==> config.mk <==
export PLATFORM = sky130hd
export DESIGN_NAME = fusectl_top
export DESIGN_NICKNAME = d
export VERILOG_FILES = /design/src/rtl/fusectl_pkg.sv /design/src/rtl/fusectl_lock.sv /design/src/rtl/fusectl_walker.sv /design/src/rtl/fusectl_ctrl.sv /design/src/rtl/fusectl_top.sv
export SDC_FILE = /design/constraint.sdc
export NUM_CORES = 1
export LEC_CHECK = 0
export BUFFER_PORTS_ARGS = -buffer_cell sky130_fd_sc_hd__buf_2
export CAP_MARGIN = 10
export CORE_MARGIN = 2
export CORE_UTILIZATION = 30
export DETAILED_ROUTE_END_ITERATION = 7
export HOLD_SLACK_MARGIN = 0.15
export PLACE_DENSITY = 0.55
export SYNTH_ARGS = -nofsm -noshare
export SYNTH_HDL_FRONTEND = slang
export SYNTH_SLANG_ARGS = --single-unit
export TNS_END_PERCENT = 30
==> constraint.sdc <==
create_clock -name clk -period 3.3 [get_ports clk]
set_input_delay 0 -clock clk [delete_from_list [all_inputs] [get_ports clk]]
set_output_delay 0 -clock clk [all_outputs]
set_load 0.03 [all_outputs]
==> src/rtl/fusectl_pkg.sv <==
// Package: shared command and state encodings for the fuse controller.
// Assumes: command codes are fixed by the host interface.
package fusectl_pkg;

    typedef enum logic [1:0] {
        OP_ERASE  = 2'b00,
        OP_PROG   = 2'b01,
        OP_VERIFY = 2'b10,
        OP_SECURE = 2'b11
    } fuse_op_e;

    typedef enum logic [1:0] {
        ST_IDLE   = 2'd0,
        ST_ERASE  = 2'd1,
        ST_PROG   = 2'd2,
        ST_VERIFY = 2'd3
    } fuse_state_e;

endpackage

==> src/rtl/fusectl_lock.sv <==
// Module: security lock bit.
// What it does: holds the lock flag; a clear request overrides a set request.
// Assumes: clear is raised only at the end of a bulk erase by the sequencer.
module fusectl_lock (
    input  logic clk,
    input  logic rst_n,
    input  logic set_i,
    input  logic clr_i,
    output logic locked_o
);

    // Purpose: update the lock flag, clear taking precedence.
    always_ff @(posedge clk) begin
        if (!rst_n) begin
            locked_o <= 1'b0;
        end else if (clr_i) begin
            locked_o <= 1'b0;
        end else if (set_i) begin
            locked_o <= 1'b1;
        end
    end

    AST_UNLOCK_ONLY_BY_ERASE: assert property (@(posedge clk) disable iff (!rst_n)
        $fell(locked_o) |-> $past(clr_i));

    AST_LOCK_ONLY_BY_REQUEST: assert property (@(posedge clk) disable iff (!rst_n)
        $rose(locked_o) |-> $past(set_i));

endmodule

==> src/rtl/fusectl_walker.sv <==
// Module: cycle/address walker for fixed-length operations.
// What it does: counts from 0 up to a limit after a start pulse, flags the
// final count, then stops.
// Assumes: limit_i is stable while the walk runs; start_i is ignored only
// by convention of the caller (it restarts the walk).
module fusectl_walker #(
    parameter int CNT_W = 4
) (
    input  logic             clk,
    input  logic             rst_n,
    input  logic             start_i,
    input  logic [CNT_W-1:0] limit_i,
    output logic [CNT_W-1:0] cnt_o,
    output logic             last_o
);

    logic running_q;

    // Purpose: advance the count while running, stop after the limit.
    always_ff @(posedge clk) begin
        if (!rst_n) begin
            running_q <= 1'b0;
            cnt_o     <= '0;
        end else if (start_i) begin
            running_q <= 1'b1;
            cnt_o     <= '0;
        end else if (running_q) begin
            if (cnt_o == limit_i) begin
                running_q <= 1'b0;
                cnt_o     <= '0;
            end else begin
                cnt_o <= cnt_o + 1'b1;
            end
        end
    end

    // Purpose: mark the final cycle of the walk.
    always_comb begin
        last_o = running_q && (cnt_o == limit_i);
    end

    AST_WALK_IN_BOUND: assert property (@(posedge clk) disable iff (!rst_n)
        running_q |-> (cnt_o <= limit_i));

    AST_WALK_STEPS_BY_ONE: assert property (@(posedge clk) disable iff (!rst_n)
        (running_q && $past(running_q) && !$past(start_i)) |-> (cnt_o == $past(cnt_o) + 1'b1));

endmodule

==> src/rtl/fusectl_ctrl.sv <==
// Module: command sequencer for the fuse store.
// What it does: accepts commands when idle, refuses program/verify while
// locked, runs erase/program through the walker, performs verify reads and
// drives the store write port.
// Assumes: the store returns fuse_rdata_i combinationally for fuse_addr_o.
module fusectl_ctrl
    import fusectl_pkg::*;
#(
    parameter int ADDR_W      = 4,
    parameter int DATA_W      = 8,
    parameter int PROG_CYCLES = 4,
    parameter int CNT_W       = 4
) (
    input  logic              clk,
    input  logic              rst_n,
    input  logic              cmd_valid_i,
    input  logic [1:0]        cmd_op_i,
    input  logic [ADDR_W-1:0] cmd_addr_i,
    input  logic [DATA_W-1:0] cmd_wdata_i,
    input  logic              cmd_lock_i,
    input  logic              locked_i,
    input  logic              walk_last_i,
    input  logic [CNT_W-1:0]  walk_cnt_i,
    input  logic [DATA_W-1:0] fuse_rdata_i,
    output logic              busy_o,
    output logic              done_o,
    output logic              err_o,
    output logic [DATA_W-1:0] rd_data_o,
    output logic              walk_start_o,
    output logic [CNT_W-1:0]  walk_limit_o,
    output logic              lock_set_o,
    output logic              lock_clr_o,
    output logic              fuse_we_o,
    output logic [ADDR_W-1:0] fuse_addr_o,
    output logic [DATA_W-1:0] fuse_wdata_o
);

    localparam int NUM_WORDS = 1 << ADDR_W;
    localparam logic [CNT_W-1:0] ERASE_LAST = CNT_W'(NUM_WORDS - 1);
    localparam logic [CNT_W-1:0] PROG_LAST  = CNT_W'(PROG_CYCLES - 1);

    fuse_state_e       state_q;
    fuse_op_e          op_in;
    logic              accept;
    logic [ADDR_W-1:0] addr_q;
    logic [DATA_W-1:0] data_q;
    logic              lock_after_q;

    // Purpose: decode the incoming command and the acceptance condition.
    always_comb begin
        op_in  = fuse_op_e'(cmd_op_i);
        accept = cmd_valid_i && (state_q == ST_IDLE);
    end

    // Purpose: start the walker for erase and for an allowed program.
    always_comb begin
        walk_start_o = accept && ((op_in == OP_ERASE) || ((op_in == OP_PROG) && !locked_i));
        walk_limit_o = (state_q == ST_ERASE) ? ERASE_LAST : PROG_LAST;
    end

    // Purpose: request lock set/clear from the lock register.
    always_comb begin
        lock_set_o = (accept && (op_in == OP_SECURE))
                  || ((state_q == ST_PROG) && walk_last_i && lock_after_q);
        lock_clr_o = (state_q == ST_ERASE) && walk_last_i;
    end

    // Purpose: main sequencer, completion and refusal pulses, verify data.
    always_ff @(posedge clk) begin
        if (!rst_n) begin
            state_q      <= ST_IDLE;
            addr_q       <= '0;
            data_q       <= '0;
            lock_after_q <= 1'b0;
            done_o       <= 1'b0;
            err_o        <= 1'b0;
            rd_data_o    <= '0;
        end else begin
            done_o <= 1'b0;
            err_o  <= 1'b0;
            case (state_q)
                ST_IDLE: begin
                    if (accept) begin
                        case (op_in)
                            OP_ERASE: begin
                                state_q <= ST_ERASE;
                            end
                            OP_PROG: begin
                                if (locked_i) begin
                                    err_o <= 1'b1;
                                end else begin
                                    state_q      <= ST_PROG;
                                    addr_q       <= cmd_addr_i;
                                    data_q       <= cmd_wdata_i;
                                    lock_after_q <= cmd_lock_i;
                                end
                            end
                            OP_VERIFY: begin
                                if (locked_i) begin
                                    err_o     <= 1'b1;
                                    rd_data_o <= '0;
                                end else begin
                                    state_q <= ST_VERIFY;
                                    addr_q  <= cmd_addr_i;
                                end
                            end
                            default: begin
                                done_o <= 1'b1;
                            end
                        endcase
                    end
                end
                ST_ERASE: begin
                    if (walk_last_i) begin
                        state_q <= ST_IDLE;
                        done_o  <= 1'b1;
                    end
                end
                ST_PROG: begin
                    if (walk_last_i) begin
                        state_q      <= ST_IDLE;
                        done_o       <= 1'b1;
                        lock_after_q <= 1'b0;
                    end
                end
                default: begin
                    rd_data_o <= fuse_rdata_i;
                    done_o    <= 1'b1;
                    state_q   <= ST_IDLE;
                end
            endcase
        end
    end

    // Purpose: drive the store write port and the busy flag.
    always_comb begin
        busy_o       = (state_q != ST_IDLE);
        fuse_we_o    = (state_q == ST_ERASE) || (state_q == ST_PROG);
        fuse_addr_o  = (state_q == ST_ERASE) ? walk_cnt_i[ADDR_W-1:0] : addr_q;
        fuse_wdata_o = (state_q == ST_ERASE) ? '0 : data_q;
    end

    AST_NO_PROG_WRITE_LOCKED: assert property (@(posedge clk) disable iff (!rst_n)
        (state_q == ST_PROG) |-> !locked_i);

    AST_LOCKED_VERIFY_ZERO: assert property (@(posedge clk) disable iff (!rst_n)
        (cmd_valid_i && !busy_o && (cmd_op_i == 2'b10) && locked_i) |=> (err_o && (rd_data_o == '0) && !done_o));

    AST_LOCKED_PROG_REFUSED: assert property (@(posedge clk) disable iff (!rst_n)
        (cmd_valid_i && !busy_o && (cmd_op_i == 2'b01) && locked_i) |=> (err_o && !busy_o && !fuse_we_o));

    AST_BUSY_DROPS_CMD: assert property (@(posedge clk) disable iff (!rst_n)
        (cmd_valid_i && busy_o) |=> !err_o);

    AST_ERASE_STEP: assert property (@(posedge clk) disable iff (!rst_n)
        ((state_q == ST_ERASE) && ($past(state_q) == ST_ERASE)) |-> (fuse_addr_o == $past(fuse_addr_o) + 1'b1));

    AST_ERASE_ZERO_DATA: assert property (@(posedge clk) disable iff (!rst_n)
        (state_q == ST_ERASE) |-> (fuse_we_o && (fuse_wdata_o == '0)));

    AST_ERASE_ENDS_AT_TOP: assert property (@(posedge clk) disable iff (!rst_n)
        (($past(state_q) == ST_ERASE) && (state_q == ST_IDLE)) |-> (($past(fuse_addr_o) == ADDR_W'(NUM_WORDS - 1)) && done_o));

    AST_PROG_HOLDS_WORD: assert property (@(posedge clk) disable iff (!rst_n)
        ((state_q == ST_PROG) && ($past(state_q) == ST_PROG)) |-> ($stable(fuse_addr_o) && $stable(fuse_wdata_o)));

    AST_DONE_ERR_EXCLUSIVE: assert property (@(posedge clk) disable iff (!rst_n)
        !(done_o && err_o));

endmodule

==> src/rtl/fusectl_top.sv <==
// Module: fuse-map programming controller top.
// What it does: ties the sequencer, the walker and the security lock
// together and exposes the command and store interfaces.
// Assumes: the external store has 2**ADDR_W words with combinational read.
module fusectl_top #(
    parameter int ADDR_W      = 4,
    parameter int DATA_W      = 8,
    parameter int PROG_CYCLES = 4
) (
    input  logic              clk,
    input  logic              rst_n,
    input  logic              cmd_valid,
    input  logic [1:0]        cmd_op,
    input  logic [ADDR_W-1:0] cmd_addr,
    input  logic [DATA_W-1:0] cmd_wdata,
    input  logic              cmd_lock,
    output logic              busy,
    output logic              done,
    output logic              cmd_err,
    output logic [DATA_W-1:0] rd_data,
    output logic              secured,
    output logic              fuse_we,
    output logic [ADDR_W-1:0] fuse_addr,
    output logic [DATA_W-1:0] fuse_wdata,
    input  logic [DATA_W-1:0] fuse_rdata
);

    localparam int PC_W  = $clog2(PROG_CYCLES + 1);
    localparam int CNT_W = (ADDR_W > PC_W) ? ADDR_W : PC_W;

    logic             walk_start;
    logic [CNT_W-1:0] walk_limit;
    logic [CNT_W-1:0] walk_cnt;
    logic             walk_last;
    logic             lock_set;
    logic             lock_clr;

    fusectl_ctrl #(
        .ADDR_W      (ADDR_W),
        .DATA_W      (DATA_W),
        .PROG_CYCLES (PROG_CYCLES),
        .CNT_W       (CNT_W)
    ) i_ctrl (
        .clk          (clk),
        .rst_n        (rst_n),
        .cmd_valid_i  (cmd_valid),
        .cmd_op_i     (cmd_op),
        .cmd_addr_i   (cmd_addr),
        .cmd_wdata_i  (cmd_wdata),
        .cmd_lock_i   (cmd_lock),
        .locked_i     (secured),
        .walk_last_i  (walk_last),
        .walk_cnt_i   (walk_cnt),
        .fuse_rdata_i (fuse_rdata),
        .busy_o       (busy),
        .done_o       (done),
        .err_o        (cmd_err),
        .rd_data_o    (rd_data),
        .walk_start_o (walk_start),
        .walk_limit_o (walk_limit),
        .lock_set_o   (lock_set),
        .lock_clr_o   (lock_clr),
        .fuse_we_o    (fuse_we),
        .fuse_addr_o  (fuse_addr),
        .fuse_wdata_o (fuse_wdata)
    );

    fusectl_walker #(
        .CNT_W (CNT_W)
    ) i_walker (
        .clk     (clk),
        .rst_n   (rst_n),
        .start_i (walk_start),
        .limit_i (walk_limit),
        .cnt_o   (walk_cnt),
        .last_o  (walk_last)
    );

    fusectl_lock i_lock (
        .clk      (clk),
        .rst_n    (rst_n),
        .set_i    (lock_set),
        .clr_i    (lock_clr),
        .locked_o (secured)
    );

    AST_RESET_QUIET: assert property (@(posedge clk)
        !rst_n |=> (!busy && !done && !cmd_err && !secured && !fuse_we && (rd_data == '0)));

    AST_SECURE_NO_BUSY: assert property (@(posedge clk) disable iff (!rst_n)
        (cmd_valid && !busy && (cmd_op == 2'b11)) |=> (secured && done && !busy));

endmodule

[Yosys cells after proc, flatten, opt, wreduce, memory -nomap -nowiden]
Index checks and enable logic that the tools add are counted.
Word-level totals
  flip-flop bits (word level): 31
  input bits: 26
Operators by class
  $add $sub $neg: 1
  equal/unequal tests: 16
  multiplexer cells: 27
  bitwise operators: 3
  reductions and logical operators: 27
Operators by type and width (count)
  $mux W8: 4
  $pmux W8 S2: 1
  $reduce_and A4 Y1: 4
  $mux W4: 3
  $mux W1: 11
  $reduce_and A5 Y1: 2
  $logic_and A1 B1 Y1: 8
  $mux W2: 4
  $ne A2 B1 Y1 const B: 4
  $reduce_or A2 Y1: 4
  $eq A2 B2 Y1 const B: 3
  $ne A2 B2 Y1 const B: 3
  $ne A3 B3 Y1 const B: 2
  $pmux W2 S3: 1
  $add A4 B1 Y4 const B: 1
  $eq A2 B1 Y1 const B: 2
  $eq A4 B4 Y1: 1
  $logic_not A2 Y1: 2
  $ne A4 B4 Y1 const B: 1
  $pmux W1 S2: 2
  $pmux W2 S2: 1
  $reduce_bool A2 Y1: 2
  $logic_or A1 B1 Y1: 3
  $not A1 Y1: 3
  2 further kinds: 2

[Depth between registers and ports, before layout]
Gate-level depths: netlist of run 1.
  depth in word-level cells: 7
  mapped depth: 8
  gate-level depth less buffers: 6

[Hierarchy]
Synthesis of run 1 repeated with hierarchy kept, for this count alone.
Second synthesis, totals
  cells, all modules: 172
  area total of the unflattened synthesis: 1661.6 µm²
Modules (own cells, without submodules)
  fusectl_ctrl: instances 1, cells an instance 138, area each 1336.3 µm², seq. area each 500.5 µm²
  fusectl_walker: instances 1, cells an instance 31, area each 289.0 µm², seq. area each 100.1 µm²
  fusectl_lock: instances 1, cells an instance 3, area each 36.3 µm², seq. area each 20.0 µm²

[Worst setup path after synthesis of run 1]
No wires, ideal clock.
  kind: reg-to-reg
  start: register i_ctrl.state_q[0]
  end: register i_ctrl.state_q[0]
  library setup time: 0.119 ns
  data arrival time: 1.492 ns
  required time: 3.181 ns
  slack: 1.688 ns
  cell stages (with the launch flop): 6
  path buffers: 0
  clock period less this slack: 1.612 ns
  cell sequence: dfxtp_1 > inv_1 > ha_1 > a22o_1 > a211o_1 > mux2i_1
On the way
  cells in the longest elaborated chain, start to end: 6
Ends and longest elaborated chain
  start, declared: line fusectl_ctrl.sv:42  | fuse_state_e state_q;
  start signal, assigned: line fusectl_ctrl.sv:71  | state_q <= ST_IDLE;
  start signal, assigned: line fusectl_ctrl.sv:86  | state_q <= ST_ERASE;
  start signal, assigned: line fusectl_ctrl.sv:92  | state_q <= ST_PROG;
  $eq A2 B1 Y1: line fusectl_ctrl.sv:58, fusectl_ctrl.sv:81
  $mux W4: line fusectl_ctrl.sv:58  | walk_limit_o = (state_q == ST_ERASE) ? ERASE_LAST : PROG_LAST;
  $eq A4 B4 Y1: line fusectl_walker.sv:39  | last_o = running_q && (cnt_o == limit_i);
  $logic_and A1 B1 Y1: line fusectl_walker.sv:39
  $ne A2 B1 Y1 (no line)
  $reduce_and A5 Y1 (no line)
Parallel ways exist; a longest one is shown, timed or not.
A chain may end at the register's enable or synchronous reset.

[Worst setup path in the final report of run 1]
  start: register i_ctrl.state_q[1]
  end: register i_lock.locked_o
On the way
  cells in the longest elaborated chain, start to end: 7
Ends and longest elaborated chain
  $eq A2 B1 Y1: line fusectl_ctrl.sv:58, fusectl_ctrl.sv:65
  $mux W4: line fusectl_ctrl.sv:58
  $eq A4 B4 Y1: line fusectl_walker.sv:39
  $logic_and A1 B1 Y1: line fusectl_walker.sv:39
  $logic_and A1 B1 Y1 (2 in series): line fusectl_ctrl.sv:64  | || ((state_q == ST_PROG) && walk_last_i && lock_after_q);
  $logic_or A1 B1 Y1: line fusectl_ctrl.sv:64
  end signal, assigned: line fusectl_lock.sv:15  | locked_o <= 1'b0;
  end signal, assigned: line fusectl_lock.sv:17  | locked_o <= 1'b0;
  end signal, assigned: line fusectl_lock.sv:19  | locked_o <= 1'b1;
  end, declared: line fusectl_lock.sv:9  | output logic locked_o
Parallel ways exist; a longest one is shown, timed or not.

==> flow_summary.json, run 1 <==
{
  "outcome": "finished clean",
  "min_period_ns": 1.90,
  "cts-root-buf": "clkbuf_8",
  "core-area_sq_um": 4720,
  "finalSetupTns_ns": 0,
  "synth-seq-area-share": 0.424,
  "grt_usage": 0.137,
  "fp.dieH_um": 73.9,
  "slew_headroom": 0.464,
  "synth_cell_types": 34,
  "dieArea_sq_um": 5460,
  "grt_max_degree": 26,
  "wl_per_cell_um": 11.5,
  "yosys_warnings": 0,
  "grt_overflow": 0,
  "wirelength_um": 3510,
  "synthCells": 164,
  "finalCritPeriodShare": 0.575,
  "clockBufferDepth": 2,
  "path_class": "reg -> reg",
  "cts-resized-gates": 0,
  "route.detailed.drc": 0,
  "worstPathMaxFanout": 15,
  "setup_viol": 0,
  "worstMarginPinSlew_ns": 0.804,
  "cts_setup_buffers": 0,
  "initial_utilization": 0.310,
  "rows": 25,
  "required_ns": 3.48,
  "fmax_mhz": 527,
  "ff2ff_path_depth": 6,
  "ios": 51,
  "grt_pass1_vias": 1231,
  "ir_drop_v": 0.000312,
  "timing.max_cap.violations": 0,
  "skew_ns": 0.00358,
  "cp-start-kind": "flop",
  "first_pass_iters": 4,
  "cts_tree": "built",
  "num_vias": 1364,
  "clk_latency_ns": 0.28,
  "drtIter0Drc": 84,
  "fin_util": 0.439,
  "cts_hold_buf": 21,
  "dieWidth_um": 73.9,
  "critPathArrivalTime_ns": 2.07,
  "avgSynthCellArea_sq_um": 8.93,
  "rsz0062_at_grt": "no",
  "end_kind": "flop",
  "syn_nets": 201,
  "p_leak_uw": 0.000986,
  "syn2layout_area_growth_pct": 41.7,
  "ant_nets": 0,
  "gp_congestion": 0.741,
  "slew_violations": 0,
  "synthesis.area_sq_um": 1470,
  "htree_levels": 2,
  "layout-drive-gt1-share": 0.274,
  "regArea_sq_um": 621,
  "nFillCells": 479,
  "holdPathStages": 4,
  "path_clk_slew_ns": 0.06,
  "port-buffer-count": 50,
  "grt_pass1_wl_um": 5690,
  "antenna_found_initial": 0,
  "power_density_nw_per_um2": 632,
  "cts_buffers": 5,
  "multi_input_area_sq_um": 801,
  "clock_sinks": 31,
  "antennaDiodeCount": 0,
  "holdCritPathClass": "in -> reg",
  "ys_ff_latch": 31,
  "final_hold_viol_count": 0,
  "vias_per_cell": 4.49,
  "nets": 274,
  "dp_hpwl_um": 2470
}
==> cells in the mapped netlist, drive strengths merged <==
master,n,area (sq um)
dfxtp,31,621
nor2,18,67.6
mux2i,7,70.1
clkbuf,3,11.3
and2,2,12.5
mux2,4,45.0
and4,1,8.76
o21ai,3,15.0
o21ba,1,10.0
and3,1,7.51
ha,11,138
buf,2,10.0
a22o,1,8.76
inv,6,22.5
a31oi,1,6.26
a211o,1,8.76
nor4,1,6.26
nor3,2,15.0
nor2b,9,56.3
nor3b,1,7.51
nand3b,3,22.5
a21oi,14,70.1
nand4,1,6.26
nand3,3,15.0
nand4b,1,15.0
xor2,1,8.76
nand2b,1,6.26
nand2,22,82.6
a21o,1,7.51
a22oi,8,60.1
or3,1,6.26
a221oi,2,17.5
==> registers in the layout (all words and copies together), names as in the netlist <==
signal and cells:
i_lock.locked_o 1, i_ctrl.rd_data_o 8, i_walker.cnt_o 4, i_ctrl.state_q 2, i_ctrl.err_o 1, i_ctrl.data_q 8, i_ctrl.addr_q 4, i_ctrl.lock_after_q 1
i_walker.running_q 1, i_ctrl.done_o 1
==> cells in the final DEF, fill, tap and decap left out, drive strengths merged, types with 6 or more instances in the layout <==
cell         synthesis  routed
a21oi               14      14
a22oi                8       8
buf                  2      50
clkbuf               3       6
dfxtp               31      31
dlygate4sd3          0      21
ha                  11      11
inv                  6       6
mux2i                7       7
nand2               22      22
nor2                18      18
nor2b                9       9
==> final cells by class <==
| class | instances | area share |
|---|---|---|
| Timing Repair Buffer | 71 | 0.222 |
| Clock inverter | 1 | 0.00241 |
| Inverter | 6 | 0.0108 |
| Multi-Input combinational cell | 122 | 0.386 |
| Tap cell | 67 | 0.0404 |
| Clock buffer | 6 | 0.0398 |
| Sequential cell | 31 | 0.299 |
==> where the power goes <==
group,internal (uW),total (uW),switching [uW]
combinational,192,534,342
sequential,438,479,41.6
clock,163,299,136
==> per-layer routing <==
layer  routed length (um)  up-vias  global-route usage  share of wire
li1                     -      711                   -              -
met1                 1750      606               0.183           0.50
met2                 1510       42               0.207           0.43
met3                  199        5              0.0439          0.057
met4                   42        0              0.0485          0.012
met5                    0        -                   0              0
==> cells by family (layout without fill, tap and decap cells) <==
logic type      after synthesis  after routing  share of synthesized area
xor+xnor                      1              1                    0.00598
simple gates                 67             67                      0.229
mux                          11             11                     0.0786
flops                        31             31                      0.424
compound gates               32             32                      0.139
fa+ha+maj                    11             11                     0.0939
buf+inv                      11             84                     0.0299
==> final timing paths <==
check	slack [ns]	start	endpoint
max	1.40	i_ctrl.state_q[1]	i_lock.locked_o
min	0.18	cmd_op[1]	i_ctrl.done_o
max reg2reg	1.40	i_ctrl.state_q[1]	i_lock.locked_o
min reg2reg	0.45	i_ctrl.data_q[6]	i_ctrl.data_q[6]
==> stage by stage <==
step / instance area (sq um) / std cells / total power, uW / hold WS [ns] / worst slack [ns]
6_report: 2080 / 304 / 1310 / 0.176 / 1.40
3_5_place_dp: 1780 / 276 / 1010 / 0.243 / 1.37
2_1_floorplan: 1470 / 164 / 865 / 0.136 / 1.69
5_1_grt: 2080 / 304 / 1400 / 0.191 / 1.17
4_1_cts: 2080 / 304 / 1330 / 0.162 / 1.36
3_3_place_gp: 1780 / 276 / 1000 / 0.233 / 1.44
==> worst max-delay path, cell delays in order, from the launching register on <==
cell,delay [ns]
dfxtp_1,0.34
inv_1,0.08
ha_1,0.53
and3_2,0.31
o21ba_2,0.20
nand3_1,0.08
a221oi_1,0.25
(Power assumes the default switching activity.)
==> run 2, diff against run 1 <==
- PLACE_DENSITY: 0.55 -> 0.56
- clock period: 3.3 -> 1.7 ns (I/O delays scaled with it)
==> flow_summary.json, run 2 (same netlist as run 1, synthesis figures left out) <==
{
  "outcome": "finished clean",
  "dp_hpwl_um": 2560,
  "slew_headroom": 0.717,
  "combinationalPowerShare": 0.396,
  "finalSetupTns_ns": 0,
  "min_period_ns": 1.61,
  "setup_viol": 0,
  "route.detailed.drc": 0,
  "critPathArrivalTime_ns": 1.61,
  "cts_buffers": 5,
  "ant_nets": 0,
  "dieArea_sq_um": 5460,
  "p_sw_frac": 0.372,
  "ir_drop_v": 0.000673,
  "cts_tree": "built",
  "timing.rr.start": "i_ctrl.state_q[1]",
  "grt_pass1_wl_um": 5730,
  "cts-root-buf": "clkbuf_8",
  "regArea_sq_um": 623,
  "antennaDiodeCount": 0,
  "fp.dieH_um": 73.9,
  "vias_per_cell": 4.49,
  "syn2layout_area_growth_pct": 46.4,
  "cp-start-kind": "flop",
  "first_pass_iters": 4,
  "ff2ff_path_depth": 6,
  "p_sw_uw": 1030,
  "antenna_found_initial": 0,
  "worstMarginPinSlew_ns": 0.424,
  "path_clk_slew_ns": 0.06,
  "min_to": "i_ctrl.state_q[0]",
  "initial_utilization": 0.310,
  "ios": 51,
  "internal_power_uw": 1730,
  "r2r_end": "i_ctrl.done_o",
  "seqPwrFrac": 0.337,
  "final_hold_viol_count": 0,
  "fmax_mhz": 622,
  "holdCritPathClass": "in -> reg",
  "rsz0062_at_grt": "no",
  "multi_input_area_sq_um": 803,
  "htree_levels": 2,
  "wl_per_cell_um": 11.7,
  "core-area_sq_um": 4720,
  "layout-drive-gt1-share": 0.302,
  "dp.cells": 280,
  "end_kind": "output port",
  "skew_ns": 0.00375,
  "grt_max_degree": 14,
  "final_common_cell": "buf_2",
  "dieWidth_um": 73.9,
  "stdcell_count": 309,
  "holdPathStages": 4,
  "worstPathMaxFanout": 13,
  "final_cell_mix": "buf_2, dfxtp_1, nand2_1, dlygate4sd3_1, nor2_1",
  "p_leak_uw": 0.00102,
  "clk_latency_ns": 0.28,
  "power_density_nw_per_um2": 1290,
  "rows": 25,
  "gp_congestion": 0.822,
  "grt_overflow": 0,
  "slew_violations": 0,
  "grt_pass1_vias": 1252,
  "hold_start": "cmd_op[0]",
  "clockBufferDepth": 2,
  "r2r_setup_slack_ns": 0.14,
  "nets": 278,
  "reg_top3": "i_ctrl.data_q (8), i_ctrl.rd_data_o (8)",
  "required_ns": 1.70,
  "wirelength_um": 3620,
  "cts_setup_buffers": 0,
  "port-buffer-count": 50,
  "num_vias": 1386,
  "finalCritPeriodShare": 0.946,
  "nFillCells": 466,
  "timing.max_cap.violations": 0,
  "path_class": "reg -> out",
  "grt_usage": 0.140,
  "clock_sinks": 31,
  "drtIter0Drc": 34,
  "clkPwrFrac": 0.267
}
[run 2: final cells by class]
class | instances | share of cell area
repair buffers | 75 | 0.230
multi-input cells | 122 | 0.375
inverters | 6 | 0.0105
clock buffers | 6 | 0.0385
flip-flops and latches | 31 | 0.291
well taps | 67 | 0.0391
clock inverters | 2 | 0.0163
[run 2: power groups by stage]
| stage | sequential (uW) | clock [uW] | combinational [uW] |
|---|---|---|---|
| after floorplan | 1070 | 0 | 609 |
| after global placement | 941 | 0 | 1040 |
| after detailed placement | 939 | 0 | 1050 |
| after CTS | 927 | 758 | 1090 |
| after global routing | 945 | 788 | 1200 |
| final | 929 | 738 | 1090 |
[run 2: through the flow]
step                      hold WS (ns)  setup slack [ns]  instance area, sq um  total power [uW]  utilization
after detailed placement         0.244            0.0523                  1810              1990        0.383
after floorplan                  0.136            0.0883                  1470              1680            -
final                            0.176            0.0920                  2140              2760        0.454
after global placement           0.233             0.106                  1810              1980        0.383
after CTS                        0.176            0.0292                  2140              2770        0.452
after global routing             0.226           0.00844                  2140              2930        0.454
[run 2: what timing repair did]
| action | 4_1_cts | 5_1_grt |
|---|---|---|
| endpoints found under the hold margin | 27 | 0 |
| hold buffers | 21 | 0 |
| endpoints found under the setup margin | 0 | 17 |
| resized for setup | 0 | 4 |
[run 2: metal layers]
metal | part of all wire | vias to the layer above | routed length (um) | track usage
li1 | - | 718 | - | -
met1 | 0.49 | 619 | 1760 | 0.180
met2 | 0.45 | 42 | 1620 | 0.223
met3 | 0.056 | 7 | 203 | 0.0466
met4 | 0.012 | 0 | 42 | 0.0424
met5 | 0 | - | 0 | 0
[run 2: how the worst max path moves through the flow]
stage | from | to | cells past startpoint
2_1_floorplan | i_ctrl.state_q[0] | i_ctrl.state_q[0] | 5
3_3_place_gp | i_ctrl.state_q[1] | i_ctrl.done_o | 6
3_5_place_dp | i_ctrl.state_q[0] | i_ctrl.rd_data_o[6] | 6
4_1_cts | i_ctrl.state_q[1] | fuse_addr[3] | 5
5_1_grt | i_ctrl.state_q[1] | i_lock.locked_o | 6
6_report | i_ctrl.state_q[1] | fuse_addr[3] | 5
[run 2: critical path, stage by stage (launching register included)]
cell and delay (ns):
dfxtp_2 0.33, inv_1 0.07, ha_1 0.22, buf_6 0.18, mux2_2 0.35, buf_2 0.18
